--- src/rtl/crs_pkg.sv ---
package crs_pkg;
  localparam logic [1:0] RATE_NORM = 2'b00;
  localparam logic [1:0] RATE_PM1  = 2'b10;
  localparam logic [1:0] RATE_PM2  = 2'b11;

  localparam int STAT_W   = 8;
  localparam int SER_SLOT = 4;
  localparam int IRQ_W    = 4;

  typedef enum logic [1:0] {
    SC_IDLE  = 2'd0,
    SC_CHECK = 2'd1,
    SC_BUSY  = 2'd2
  } sc_state_e;
endpackage

--- src/rtl/crs_rx_edge.sv ---
module crs_rx_edge #(
  parameter int NP = 2
) (
  input  logic          clk,
  input  logic          rst_n,
  input  logic [NP-1:0] rx_i,
  output logic [NP-1:0] rx_sync_o,
  output logic [NP-1:0] fall_o
);
  for (genvar p = 0; p < NP; p++) begin : g_port
    logic s1_q, s2_q, prev_q;
    logic s1_d, s2_d, prev_d;

    always_comb begin
      s1_d   = rx_i[p];
      s2_d   = s1_q;
      prev_d = s2_q;
    end

    always_ff @(posedge clk or negedge rst_n) begin
      if (!rst_n) begin
        s1_q   <= 1'b1;
        s2_q   <= 1'b1;
        prev_q <= 1'b1;
      end else begin
        s1_q   <= s1_d;
        s2_q   <= s2_d;
        prev_q <= prev_d;
      end
    end

    assign rx_sync_o[p] = s2_q;
    assign fall_o[p]    = prev_q & ~s2_q;
  end
endmodule

--- src/rtl/crs_start_check.sv ---
module crs_start_check
  import crs_pkg::*;
#(
  parameter int MID_TICKS = 8
) (
  input  logic clk,
  input  logic rst_n,
  input  logic tick_i,
  input  logic fall_i,
  input  logic rx_i,
  input  logic done_i,
  output logic active_o,
  output logic accept_o
);
  localparam int CW = (MID_TICKS > 2) ? $clog2(MID_TICKS) : 1;
  localparam logic [CW-1:0] LAST = CW'(MID_TICKS - 1);

  sc_state_e     state_q, state_d;
  logic [CW-1:0] cnt_q, cnt_d;
  logic          acc_q, acc_d;

  always_comb begin
    state_d = state_q;
    cnt_d   = cnt_q;
    acc_d   = 1'b0;
    unique case (state_q)
      SC_IDLE: begin
        if (fall_i) begin
          state_d = SC_CHECK;
          cnt_d   = '0;
        end
      end
      SC_CHECK: begin
        if (tick_i) begin
          if (cnt_q == LAST) begin
            if (rx_i) begin
              state_d = SC_IDLE;
            end else begin
              state_d = SC_BUSY;
              acc_d   = 1'b1;
            end
          end else begin
            cnt_d = cnt_q + CW'(1);
          end
        end
      end
      SC_BUSY: begin
        if (done_i) state_d = SC_IDLE;
      end
      default: state_d = SC_IDLE;
    endcase
  end

  always_ff @(posedge clk or negedge rst_n) begin
    if (!rst_n) begin
      state_q <= SC_IDLE;
      cnt_q   <= '0;
      acc_q   <= 1'b0;
    end else begin
      state_q <= state_d;
      cnt_q   <= cnt_d;
      acc_q   <= acc_d;
    end
  end

  assign active_o = (state_q != SC_IDLE);
  assign accept_o = acc_q;
endmodule

--- src/rtl/crs_rate_gen.sv ---
module crs_rate_gen
  import crs_pkg::*;
#(
  parameter int NORM_LOG2 = 2,
  parameter int PM1_LOG2  = 6,
  parameter int PM2_LOG2  = 10
) (
  input  logic       clk,
  input  logic       rst_n,
  input  logic       wr_en_i,
  input  logic [1:0] wr_sel_i,
  input  logic       sb_fire_i,
  output logic [1:0] sel_o,
  output logic       ce_o
);
  localparam int CNT_W = PM2_LOG2;
  localparam logic [CNT_W-1:0] LIM_NORM = CNT_W'((1 << NORM_LOG2) - 1);
  localparam logic [CNT_W-1:0] LIM_PM1  = CNT_W'((1 << PM1_LOG2) - 1);
  localparam logic [CNT_W-1:0] LIM_PM2  = CNT_W'((1 << PM2_LOG2) - 1);

  logic [1:0]       sel_q, sel_d;
  logic [CNT_W-1:0] cnt_q, cnt_d;
  logic [CNT_W-1:0] lim;
  logic             term;

  always_comb begin
    case (sel_q)
      RATE_PM1: lim = LIM_PM1;
      RATE_PM2: lim = LIM_PM2;
      default:  lim = LIM_NORM;
    endcase
    term = (cnt_q == lim);
  end

  // switchback has priority over a software write in the same cycle
  always_comb begin
    sel_d = sel_q;
    if (sb_fire_i)    sel_d = RATE_NORM;
    else if (wr_en_i) sel_d = wr_sel_i;
    cnt_d = (term || (sel_d != sel_q)) ? '0 : cnt_q + CNT_W'(1);
  end

  always_ff @(posedge clk or negedge rst_n) begin
    if (!rst_n) begin
      sel_q <= RATE_NORM;
      cnt_q <= '0;
    end else begin
      sel_q <= sel_d;
      cnt_q <= cnt_d;
    end
  end

  assign sel_o = sel_q;
  assign ce_o  = term;
endmodule

--- src/rtl/crs_clk_rate_ctl.sv ---
module crs_clk_rate_ctl
  import crs_pkg::*;
#(
  parameter int NUM_PORTS = 2,
  parameter int OVS       = 16,
  parameter int NORM_LOG2 = 2,
  parameter int PM1_LOG2  = 6,
  parameter int PM2_LOG2  = 10
) (
  input  logic                 clk,
  input  logic                 rst_n,
  input  logic                 rate_wr_i,
  input  logic [1:0]           rate_sel_i,
  input  logic                 sb_en_i,
  input  logic [NUM_PORTS-1:0] rx_i,
  input  logic                 os_tick_i,
  input  logic [NUM_PORTS-1:0] rx_done_i,
  input  logic [IRQ_W-1:0]     irq_act_i,
  output logic [1:0]           rate_sel_o,
  output logic                 clk_en_o,
  output logic [NUM_PORTS-1:0] start_ok_o,
  output logic [STAT_W-1:0]    status_o
);
  localparam int MID = OVS / 2;

  logic [1:0]           rst_pipe_q;
  logic                 rst_n_int;
  logic [NUM_PORTS-1:0] rx_sync;
  logic [NUM_PORTS-1:0] rx_fall;
  logic [NUM_PORTS-1:0] act;
  logic [SER_SLOT-1:0]  ser_act;
  logic                 sb_fire;

  always_ff @(posedge clk or negedge rst_n) begin
    if (!rst_n) rst_pipe_q <= 2'b00;
    else        rst_pipe_q <= {rst_pipe_q[0], 1'b1};
  end
  assign rst_n_int = rst_pipe_q[1];

  crs_rx_edge #(.NP(NUM_PORTS)) u_edge (
    .clk       (clk),
    .rst_n     (rst_n_int),
    .rx_i      (rx_i),
    .rx_sync_o (rx_sync),
    .fall_o    (rx_fall)
  );

  for (genvar p = 0; p < NUM_PORTS; p++) begin : g_chk
    crs_start_check #(.MID_TICKS(MID)) u_sc (
      .clk      (clk),
      .rst_n    (rst_n_int),
      .tick_i   (os_tick_i),
      .fall_i   (rx_fall[p]),
      .rx_i     (rx_sync[p]),
      .done_i   (rx_done_i[p]),
      .active_o (act[p]),
      .accept_o (start_ok_o[p])
    );
  end

  assign sb_fire = sb_en_i & (|rx_fall);

  crs_rate_gen #(
    .NORM_LOG2 (NORM_LOG2),
    .PM1_LOG2  (PM1_LOG2),
    .PM2_LOG2  (PM2_LOG2)
  ) u_rate (
    .clk       (clk),
    .rst_n     (rst_n_int),
    .wr_en_i   (rate_wr_i),
    .wr_sel_i  (rate_sel_i),
    .sb_fire_i (sb_fire),
    .sel_o     (rate_sel_o),
    .ce_o      (clk_en_o)
  );

  if (NUM_PORTS < SER_SLOT) begin : g_pad
    assign ser_act = {{(SER_SLOT - NUM_PORTS){1'b0}}, act};
  end else begin : g_full
    assign ser_act = act;
  end

  assign status_o = {irq_act_i, ser_act};
endmodule

--- config.mk ---
export PLATFORM = sky130hd
export DESIGN_NAME = crs_clk_rate_ctl
export DESIGN_NICKNAME = d
export VERILOG_FILES = /design/src/rtl/crs_pkg.sv /design/src/rtl/crs_rx_edge.sv /design/src/rtl/crs_start_check.sv /design/src/rtl/crs_rate_gen.sv /design/src/rtl/crs_clk_rate_ctl.sv
export SDC_FILE = /design/constraint.sdc
export NUM_CORES = 1
export LEC_CHECK = 0
export CAP_MARGIN = 30
export CORE_UTILIZATION = 40
export DETAILED_ROUTE_END_ITERATION = 10
export GPL_ROUTABILITY_DRIVEN = 0
export HOLD_SLACK_MARGIN = 0.15
export PLACE_DENSITY = 0.65
export REMOVE_ABC_BUFFERS = 1
export SYNTH_ARGS = -nofsm -noshare
export SYNTH_HDL_FRONTEND = slang
export SYNTH_SLANG_ARGS = --single-unit
--- constraint.sdc ---
create_clock -name clk -period 1.6 [get_ports clk]
set_clock_uncertainty 0.05 [all_clocks]
set_input_delay 0.32 -clock clk [delete_from_list [all_inputs] [get_ports clk]]
set_output_delay 0.32 -clock clk [all_outputs]
set_load 0.02 [all_outputs]
==> flow_summary.json <==
{
  "netSwitchingFraction": 0.299,
  "wirelength_um": 3470,
  "hold_viol": 0,
  "cp_num_buf_inv": 1,
  "dp_hpwl_um": 2210,
  "slowest_delay_ps": 530,
  "worstPathCellList": "or4_4 -> o22ai_2 -> and3_4 -> buf_6",
  "fin_cells": 238,
  "placement.io_buffers": 17,
  "wire_per_inst_um": 14.6,
  "track_usage": 0.182,
  "worstReg2RegStart": "u_rate.cnt_q[4]$_DFF_PN0_",
  "period_share": 1.27,
  "grt_pass1_vias": 1226,
  "critical_path.max_fanout": 2,
  "dr.first_iter.drc_count": 31,
  "vias_per_cell": 5.09,
  "start_kind": "flip-flop",
  "max_freq_mhz": 492,
  "ir_drop_mv": 0.751,
  "status": "complete, but fails checks",
  "hold_path.class": "flip-flop to async pin",
  "root_buffer": "clkbuf_8",
  "synth_cells": 138,
  "vias": 1211,
  "async_flop_share": 1.00,
  "rr_endpoint": "u_rate.cnt_q[7]$_DFF_PN0_",
  "ys.flop_type": "dfrtp_1",
  "slowest_stage": "or4_4",
  "clk_latency_ps": 290,
  "clk_pin_slew_worst_paths_ps": 70,
  "antenna_found_initial": 0,
  "numCtsBuffers": 5,
  "drcViolationCount": 0,
  "synth_top_cell_by_area": "dfrtp_1",
  "grt_max_degree": 19,
  "leakage_nw": 1.02,
  "synth_area_um2": 1540,
  "p_total_mw": 2.79,
  "maxCapViolCount": 0,
  "synth_warnings": 0,
  "start_util": 0.420,
  "p_seq_frac": 0.373,
  "n_fill_cell": 280,
  "p_int_mw": 1.95,
  "pin_count": 28,
  "power.share.clock": 0.273,
  "fin_nets": 209,
  "dieHeight_um": 64.0,
  "p_sw_mw": 0.834,
  "dieArea_um2": 4090,
  "combPwrFrac": 0.355,
  "path_class": "flip-flop to primary output",
  "critical_path.top_delay_family": "simple AND/OR/NAND/NOR gates",
  "finalSetupViolCount": 11,
  "worst_pin_slew_ps": 664,
  "end_kind": "primary output",
  "report.final.slew_viol_count": 0,
  "drtAntennaViolNets": 0,
  "grt_overflow": 0,
  "reg2reg_slack_ps": -270,
  "syn_area_per_cell_um2": 11.1,
  "slew_headroom": 0.555,
  "ys_seq_area_frac": 0.526,
  "rsz0062_at_grt": "true",
  "clock_sinks": 32,
  "yosys-top-cells-area": "dfrtp_1 (42%), dfstp_2 (10%), buf_4 (4.9%)",
  "period_minus_slack_ps": 2030,
  "post_synth_num_cell_types": 37,
  "required_ps": 1230,
  "antenna_cells": 0,
  "htree_levels": 2,
  "ff2ff_path_depth": 7,
  "coreArea_um2": 3660,
  "synth_edf_count": 0,
  "violations": "negative setup slack",
  "first_pass_iters": 4,
  "rows": 22,
  "drive_gt1_frac": 0.442,
  "synth_top_area_frac": 0.423,
  "powerDensity_nw_per_um2": 1220,
  "setup_ws_ps": -433,
  "cts.path.max_buffers": 2,
  "cts_tree": "built",
  "yosys_register_bits": 32,
  "cp-startpoint": "u_rate.cnt_q[4]$_DFF_PN0_",
  "syn_to_final_growth_pct": 49.1,
  "crit_arrival_ps": 1660,
  "grt_pass1_wl_um": 5510,
  "post-place-cells": 223,
  "die_width_um": 64.0
}
==> cells by family after synthesis <==
kind of cell | after synthesis | share of synthesized area
simple gates | 56 | 0.205
flops | 32 | 0.526
compound gates | 15 | 0.0733
buf+inv | 14 | 0.0635
xor+xnor | 8 | 0.0456
mux | 6 | 0.0407
fa+ha+maj | 5 | 0.0407
other cells | 2 | 0.00489
==> per-layer routing <==
metal,GRT usage,part of all wire
met3,0.0536,0.033
met5,0,0
met2,0.303,0.52
met1,0.217,0.43
met4,0.0795,0.019
==> sequential cells by signal, summed over array words and instances, names as in the netlist <==
register and count:
u_edge.g_port.s1_q 2, u_edge.g_port.prev_q 2, g_chk.u_sc.cnt_q 6, u_rate.cnt_q 10, rst_pipe_q 2, g_chk.u_sc.accept_o 2, u_rate.sel_o 2, g_chk.u_sc.state_q 4
u_edge.g_port.prev_d 2
==> layout make-up <==
type                    instances  area, um^2  share of cell area
clock inverters                 2        35.0              0.0153
inverters                       2        7.51             0.00328
clock buffers                   6        72.6              0.0317
multi-input cells              93         818               0.357
well taps                      48        60.1              0.0262
repair buffers                 55         489               0.214
flip-flops and latches         32         808               0.353
==> through the flow <==
step	hold slack, ps	setup TNS (ps)	util	worst slack, ps	cell area [um^2]
finish	168	-2860	0.626	-433	2290
global route	197	-3380	0.626	-472	2290
CTS	171	-2930	0.615	-398	2250
detailed placement	160	-3900	0.523	-679	1910
global placement	138	-2790	0.523	-639	1910
floorplan	-25.6	-1980	-	-252	1450
==> cells in the final DEF, fill, tap and decap left out, types with 3 or more instances in the layout <==
master	n
buf_4	34
dfrtp_1	26
clkdlybuf4s50_1	10
nor2_1	9
nand2_1	8
xnor2_1	6
nor4_4	6
dfstp_2	6
nand3_1	5
clkbuf_8	5
nor2b_1	4
mux2i_1	4
nand3b_1	4
nor4_2	3
nand2b_1	3
a21o_1	3
ha_2	3
conb_1	3
==> worst max path at each step <==
stage | endpoint | slack (ps) | cells past startpoint
2_1_floorplan | clk_en_o | -250 | 3
3_3_place_gp | clk_en_o | -640 | 4
3_5_place_dp | clk_en_o | -680 | 4
4_1_cts | clk_en_o | -400 | 4
5_1_grt | clk_en_o | -470 | 4
6_report | clk_en_o | -430 | 4
==> power groups by stage <==
stage	Sequential, mW	Combinational, mW	Clock (mW)
3_3_place_gp	1.03	0.720	0
6_report	1.04	0.988	0.759
5_1_grt	1.05	1.08	0.817
4_1_cts	1.03	0.953	0.779
2_1_floorplan	1.08	0.400	0
3_5_place_dp	1.05	0.755	0
==> synthesized netlist by cell type (all sizes together) (2+ instances only) <==
library cell,n
dfstp,6
mux2i,4
nor3,2
a21oi,2
nor2b,5
ha,5
mux2,2
conb,2
nor4,10
xnor2,6
dfrtp,26
xor2,2
a21o,3
nand2b,3
a22o,2
nand3,6
buf,11
nor2,9
o21a,2
nand2,9
o211ai,2
nand3b,4
or2,2
inv,2
==> what timing repair did <==
| action | 4_1_cts | 5_1_grt |
|---|---|---|
| cloned | 0 | 0 |
| hold buffers | 1 | 0 |
| pin swaps | 8 | 6 |
| gates resized for setup | 46 | 13 |
| setup buffers | 7 | 3 |
| hold endpoints to repair | 2 | 0 |
| endpoints found under the setup margin | 19 | 21 |
Power figures use the tool's default switching activity.
